### src/rtl/pwmctl_pkg.sv
package pwmctl_pkg;
  localparam int REG_W      = 8;
  localparam int BIT_DISX   = 7;
  localparam int BIT_DISY   = 6;
  localparam int BIT_IEN    = 5;
  localparam int BIT_FLAG   = 4;
  localparam int BIT_SNS_HI = 3;
  localparam int BIT_SNS_LO = 2;
  localparam int BIT_LDOK   = 1;
  localparam int BIT_EN     = 0;
  localparam int NUM_BANKS  = 2;

  // Next value of the reload flag: hardware set beats a software clear.
  function automatic logic flag_next(input logic flag, input logic armed,
                                     input logic reload, input logic clr_wr);
    if (reload)              return 1'b1;
    else if (clr_wr && armed) return 1'b0;
    else                     return flag;
  endfunction

  // Next value of a bank's active disable: a set is immediate, a release waits
  // for a cycle start seen while the software bit is already clear.
  function automatic logic dis_next(input logic act, input logic set_now,
                                    input logic sw_q, input logic cyc);
    if (set_now)          return 1'b1;
    else if (cyc && !sw_q) return 1'b0;
    else                  return act;
  endfunction
endpackage

### src/rtl/pwmctl_map.sv
module pwmctl_map #(
  parameter int MAP_W = 6
) (
  input  logic             clk,
  input  logic             rst_n,
  input  logic             map_wr,
  input  logic [MAP_W-1:0] map_wdata,
  output logic [MAP_W-1:0] map_q
);
  logic locked_q;
  logic take_wr;

  assign take_wr = map_wr && !locked_q;

  always_ff @(posedge clk or negedge rst_n) begin
    if (!rst_n) begin
      map_q    <= '0;
      locked_q <= 1'b0;
    end else if (take_wr) begin
      map_q    <= map_wdata;
      locked_q <= 1'b1;
    end
  end

  AST_MAP_ONCE: assert property (@(posedge clk) disable iff (!rst_n)
    locked_q |=> $stable(map_q));
endmodule

### src/rtl/pwmctl_bank.sv
module pwmctl_bank #(
  parameter int PINS = 3
) (
  input  logic            clk,
  input  logic            rst_n,
  input  logic            wr_en,
  input  logic            wbit,
  input  logic            cycle_stb,
  input  logic [PINS-1:0] map_bits,
  output logic            sw_q,
  output logic [PINS-1:0] mask
);
  import pwmctl_pkg::*;

  logic act_q;
  logic set_evt;
  logic release_evt;

  assign set_evt     = wr_en && wbit;
  assign release_evt = cycle_stb && !sw_q && !set_evt;

  always_ff @(posedge clk or negedge rst_n) begin
    if (!rst_n) begin
      sw_q  <= 1'b0;
      act_q <= 1'b0;
    end else begin
      if (wr_en) sw_q <= wbit;
      act_q <= dis_next(act_q, set_evt, sw_q, cycle_stb);
    end
  end

  assign mask = {PINS{act_q}} & map_bits;

  AST_SET_IMMEDIATE: assert property (@(posedge clk) disable iff (!rst_n)
    set_evt |=> act_q);
  AST_REENABLE_DEFERRED: assert property (@(posedge clk) disable iff (!rst_n)
    $fell(act_q) |-> $past(release_evt));
endmodule

### src/rtl/pwmctl_flag.sv
module pwmctl_flag (
  input  logic clk,
  input  logic rst_n,
  input  logic rd_en,
  input  logic wr_en,
  input  logic wbit,
  input  logic reload_stb,
  output logic flag_q
);
  import pwmctl_pkg::*;

  logic armed_q;
  logic clr_wr;
  logic clr_ok;

  assign clr_wr = wr_en && !wbit;
  assign clr_ok = clr_wr && armed_q && !reload_stb;

  always_ff @(posedge clk or negedge rst_n) begin
    if (!rst_n) begin
      flag_q  <= 1'b0;
      armed_q <= 1'b0;
    end else begin
      flag_q <= flag_next(flag_q, armed_q, reload_stb, clr_wr);
      if (reload_stb || clr_ok) armed_q <= 1'b0;
      else if (rd_en && flag_q) armed_q <= 1'b1;
    end
  end

  AST_FLAG_ON_RELOAD: assert property (@(posedge clk) disable iff (!rst_n)
    reload_stb |=> flag_q);
  AST_CLEAR_NEEDS_ARM: assert property (@(posedge clk) disable iff (!rst_n)
    $fell(flag_q) |-> $past(armed_q) && $past(clr_wr));
  AST_NO_SW_SET: assert property (@(posedge clk) disable iff (!rst_n)
    (!flag_q && !reload_stb) |=> !flag_q);
  AST_RELOAD_WINS: assert property (@(posedge clk) disable iff (!rst_n)
    (reload_stb && clr_wr) |=> flag_q && !armed_q);
endmodule

### src/rtl/pwmctl_regs.sv
module pwmctl_regs #(
  parameter int PINS_PER_BANK = 3
) (
  input  logic                       clk,
  input  logic                       rst_n,
  input  logic                       reg_wr,
  input  logic                       reg_rd,
  input  logic [7:0]                 reg_wdata,
  output logic [7:0]                 reg_rdata,
  input  logic                       map_wr,
  input  logic [2*PINS_PER_BANK-1:0] map_wdata,
  input  logic                       reload_stb,
  input  logic                       cycle_stb,
  output logic [PINS_PER_BANK-1:0]   dis_mask_x,
  output logic [PINS_PER_BANK-1:0]   dis_mask_y,
  output logic                       irq,
  output logic                       load_ok,
  output logic                       pwm_en,
  output logic [1:0]                 sense_sel
);
  import pwmctl_pkg::*;

  localparam int MAP_W = NUM_BANKS * PINS_PER_BANK;

  logic [MAP_W-1:0]         map_q;
  logic                     ien_q;
  logic                     ldok_q;
  logic                     en_q;
  logic [1:0]               sns_q;
  logic                     flag_q;
  logic [NUM_BANKS-1:0]     sw_dis;
  logic [PINS_PER_BANK-1:0] bank_mask [NUM_BANKS];

  pwmctl_map #(.MAP_W(MAP_W)) u_map (
    .clk(clk), .rst_n(rst_n), .map_wr(map_wr),
    .map_wdata(map_wdata), .map_q(map_q)
  );

  // Bank 0 is X (bit 7), bank 1 is Y (bit 6).
  for (genvar b = 0; b < NUM_BANKS; b++) begin : g_bank
    pwmctl_bank #(.PINS(PINS_PER_BANK)) u_bank (
      .clk(clk), .rst_n(rst_n), .wr_en(reg_wr),
      .wbit(reg_wdata[BIT_DISX-b]), .cycle_stb(cycle_stb),
      .map_bits(map_q[b*PINS_PER_BANK +: PINS_PER_BANK]),
      .sw_q(sw_dis[b]), .mask(bank_mask[b])
    );
  end

  pwmctl_flag u_flag (
    .clk(clk), .rst_n(rst_n), .rd_en(reg_rd), .wr_en(reg_wr),
    .wbit(reg_wdata[BIT_FLAG]), .reload_stb(reload_stb), .flag_q(flag_q)
  );

  always_ff @(posedge clk or negedge rst_n) begin
    if (!rst_n) begin
      ien_q  <= 1'b0;
      ldok_q <= 1'b0;
      en_q   <= 1'b0;
      sns_q  <= 2'b00;
    end else if (reg_wr) begin
      ien_q  <= reg_wdata[BIT_IEN];
      ldok_q <= reg_wdata[BIT_LDOK];
      en_q   <= reg_wdata[BIT_EN];
      sns_q  <= reg_wdata[BIT_SNS_HI:BIT_SNS_LO];
    end
  end

  always_comb begin
    reg_rdata                        = '0;
    reg_rdata[BIT_DISX]              = sw_dis[0];
    reg_rdata[BIT_DISY]              = sw_dis[1];
    reg_rdata[BIT_IEN]               = ien_q;
    reg_rdata[BIT_FLAG]              = flag_q;
    reg_rdata[BIT_SNS_HI:BIT_SNS_LO] = sns_q;
    reg_rdata[BIT_LDOK]              = ldok_q;
    reg_rdata[BIT_EN]                = en_q;
  end

  assign dis_mask_x = bank_mask[0];
  assign dis_mask_y = bank_mask[1];
  assign irq        = flag_q && ien_q;
  assign load_ok    = ldok_q;
  assign pwm_en     = en_q;
  assign sense_sel  = sns_q;

  AST_IEN_OFF_QUIET: assert property (@(posedge clk) disable iff (!rst_n)
    (reg_wr && !reg_wdata[BIT_IEN]) |=> !irq);
endmodule

### config.mk
export PLATFORM = sky130hd
export DESIGN_NAME = pwmctl_regs
export DESIGN_NICKNAME = d
export VERILOG_FILES = /design/src/rtl/pwmctl_pkg.sv /design/src/rtl/pwmctl_map.sv /design/src/rtl/pwmctl_bank.sv /design/src/rtl/pwmctl_flag.sv /design/src/rtl/pwmctl_regs.sv
export SDC_FILE = /design/constraint.sdc
export NUM_CORES = 1
export LEC_CHECK = 0
export BUFFER_PORTS_ARGS = -buffer_cell sky130_fd_sc_hd__buf_2
export CELL_PAD_IN_SITES_DETAIL_PLACEMENT = 0
export CELL_PAD_IN_SITES_GLOBAL_PLACEMENT = 1
export CORE_AREA = 2 2 54 56
export DETAILED_ROUTE_END_ITERATION = 7
export DIE_AREA = 0 0 56 58
export PLACE_DENSITY_LB_ADDON = 0.1
export SYNTH_ARGS = -nofsm -noshare
export SYNTH_HDL_FRONTEND = slang
export SYNTH_SLANG_ARGS = --single-unit
### constraint.sdc
create_clock -name clk -period 1.7 [get_ports clk]
set_clock_uncertainty 0.2 [all_clocks]
set_input_delay 0.17 -clock clk [delete_from_list [all_inputs] [get_ports clk]]
set_output_delay 0.17 -clock clk [all_outputs]
set_load 0.03 [all_outputs]
==> impl_metrics.toml <==
[yosys]
yosysSeqAreaShare = 0.541
ys_warn_count = 0
synthXorXnorAreaFrac = 0
postSynthAreaPerCell_um2 = 12.4
syn_nets = 88
synthAdderAreaFrac = 0
syn_inst = 67
muxShareOfSynthArea = 0.176
synth-simple-area-share = 0.125
syn_area_um2 = 832
synth_compound_area_frac = 0.0436
synth.distinct_cells = 17
yosys_register_bits = 18
synth_top_family_by_area = "multiplexers"

[clocking]
cts_buffer_depth = 2
cts_tree = "done"
cts_buffers = 3
clock_sinks = 18
worstSkewPairLatency_ps = 290
cts_resized = 0
cts_root_buffer = "clkbuf_4"
htreeDepth = 1
clk_pin_slew_ps = 100

[critical_path]
cp.arrival_ps = 1500
worst_ep_required_time_ps = 1690
cp_slowest_stage_delay_ps = 550
slowest_stage = "dlygate4sd3_1"
worst-setup-path-type = "in2reg"
crit_chain = "dlygate4sd3_1 -> buf_2 -> nand2_1 -> o21ai_0 -> dlygate4sd3_1"
start_kind = "primary input"
crit_fanout = 2
worst_path_most_repeated_cell = "dlygate4sd3_1"
end_kind = "register"

[floorplan]
initial_utilization = 0.312
die_w_um = 56
die_h_um = 58
die_area_mm2 = 0.00325
ioPinCount = 40
fp.coreArea_mm2 = 0.00266
rows = 19

[timing]
hold_violations = 0
worst_pin_slew_ps = 401
setup_tns_ps = 0
setup_violations = 0
layout_setup_ws_ps = 189
maxSlewHeadroom = 0.733
fmax_mhz = 662
finalCritPeriodShare = 0.889
slew_violations = 0
rsz0062_at_grt = "false"
finalCriticalPeriod_ps = 1510

[layout]
n_fill_cell = 259
finalNetCount = 141
multi_input_area_um2 = 287
drive_above_1_share = 0.471
final_common_cell = "buf_2"
n_antenna_cell = 0
final_core_util = 0.457
register_area_um2 = 450
final_cell_mix = "buf_2 (39), dlygate4sd3_1 (19), dfrtp_1 (18)"
syn2layout_area_growth_pct = 46.2

[grt]
track_usage = 0.105
grt_pass1_wl_um = 2570
grt_pass1_vias = 585
grt_max_degree = 19
overflow = 0
grt_antenna_before_repair = 0

[pwr]
powerDensity_mw_per_mm2 = 854
p_leak_nw = 0.604
power_mw = 1.04
peakVddDrop_mv = 0.690

[hold_path]
hp-class = "in2reg"

[drt]
drt-initial-drc-count = 9
drtPass1Iterations = 4
wire_per_inst_um = 10.6
routed_wl_um = 1590
viasPerCell = 4.22
vias = 633
route.detailed.drc = 0
ant_nets = 0

[outcome]
outcome = "completed"

[placement]
hpwlAfterDp_um = 1110
port_buffers = 39
place_congestion = 0.637
dp_slack_ps = 402

[flow_run]
max-cap-violations = 0
## area by class of cell
class / instances / share of cell area
Sequential cell: 18 / 0.370
Multi-Input combinational cell: 34 / 0.236
Tap cell: 31 / 0.0319
Inverter: 5 / 0.0154
Timing Repair Buffer: 58 / 0.317
Clock buffer: 4 / 0.0298
## metal layers
metal | up-vias | global-route usage | share of wire
li1 | 314 | - | -
met1 | 290 | 0.117 | 0.44
met2 | 27 | 0.182 | 0.47
met3 | 2 | 0.0491 | 0.088
met4 | 0 | 0.0306 | 0.0082
met5 | - | 0 | 0
## worst paths after layout
path,start,to,slack [ps],cells after the start
min,cycle_stb,g_bank[0].u_bank.act_q,30,3
min in group asynchronous,rst_n,u_map.map_q[4],120,2
max,reg_wdata[6],g_bank[1].u_bank.act_q,190,5
max in group asynchronous,rst_n,sense_sel[1],890,2
max reg2reg,u_flag.armed_q,u_flag.flag_q,240,3
min reg2reg,u_map.map_q[1],u_map.map_q[1],310,1
## registers in the layout, summed over array words and instances, names as in the netlist
register / flops
ien_q: 1
load_ok: 1
u_map.map_q: 6
pwm_en: 1
u_flag.armed_q: 1
u_map.locked_q: 1
g_bank.u_bank.sw_q: 2
sense_sel: 2
g_bank.u_bank.act_q: 2
u_flag.flag_q: 1
## synth_stat cells
cell,n,area [um2]
nand2_1,2,7.51
or2_2,1,6.26
nand2b_1,1,6.26
mux2_2,5,56.3
buf_2,1,5.00
nor2_1,2,7.51
buf_4,8,60.1
buf_6,1,11.3
inv_1,5,18.8
o21ai_0,4,20.0
nor2b_4,1,13.8
a31oi_1,1,6.26
and2_1,7,43.8
mux2_4,6,90.1
a32o_1,1,10.0
dfrtp_1,18,450
nor2b_1,3,18.8
## cell families after synthesis
logic type | count (synthesis)
muxes | 11
DFF | 18
AOI/OAI and AO/OA | 6
buffers and inverters | 15
and+or+nand+nor | 17
## worst max-delay path: cells and delay by family
kind / cells / cell delay (ps)
AO/OA/AOI/OAI: 1 / 70
buffers and inverters: 3 / 1200
AND/OR/NAND/NOR: 1 / 60
## through the flow
stage | cells | hold slack, ps | instance area [um2]
after CTS | 150 | 1.85 | 1220
after detailed placement | 127 | -61.9 | 990
after global routing | 150 | 24.2 | 1220
final | 150 | 27.2 | 1220
after floorplan | 67 | -326 | 832
after global placement | 127 | -64.3 | 990
## power by group
| part | switching [mW] | internal (mW) | total [mW] |
|---|---|---|---|
| logic | 0.152 | 0.128 | 0.280 |
| clock network | 0.132 | 0.131 | 0.262 |
| registers | 0.0253 | 0.471 | 0.496 |
| total | 0.309 | 0.729 | 1.04 |
## repair_timing
action | CTS | global route
hold buffers | 19 | 0
endpoints found under the hold margin | 36 | 0
setup buffers | 0 | 0
No activity file was read; power rests on OpenSTA's default activity.
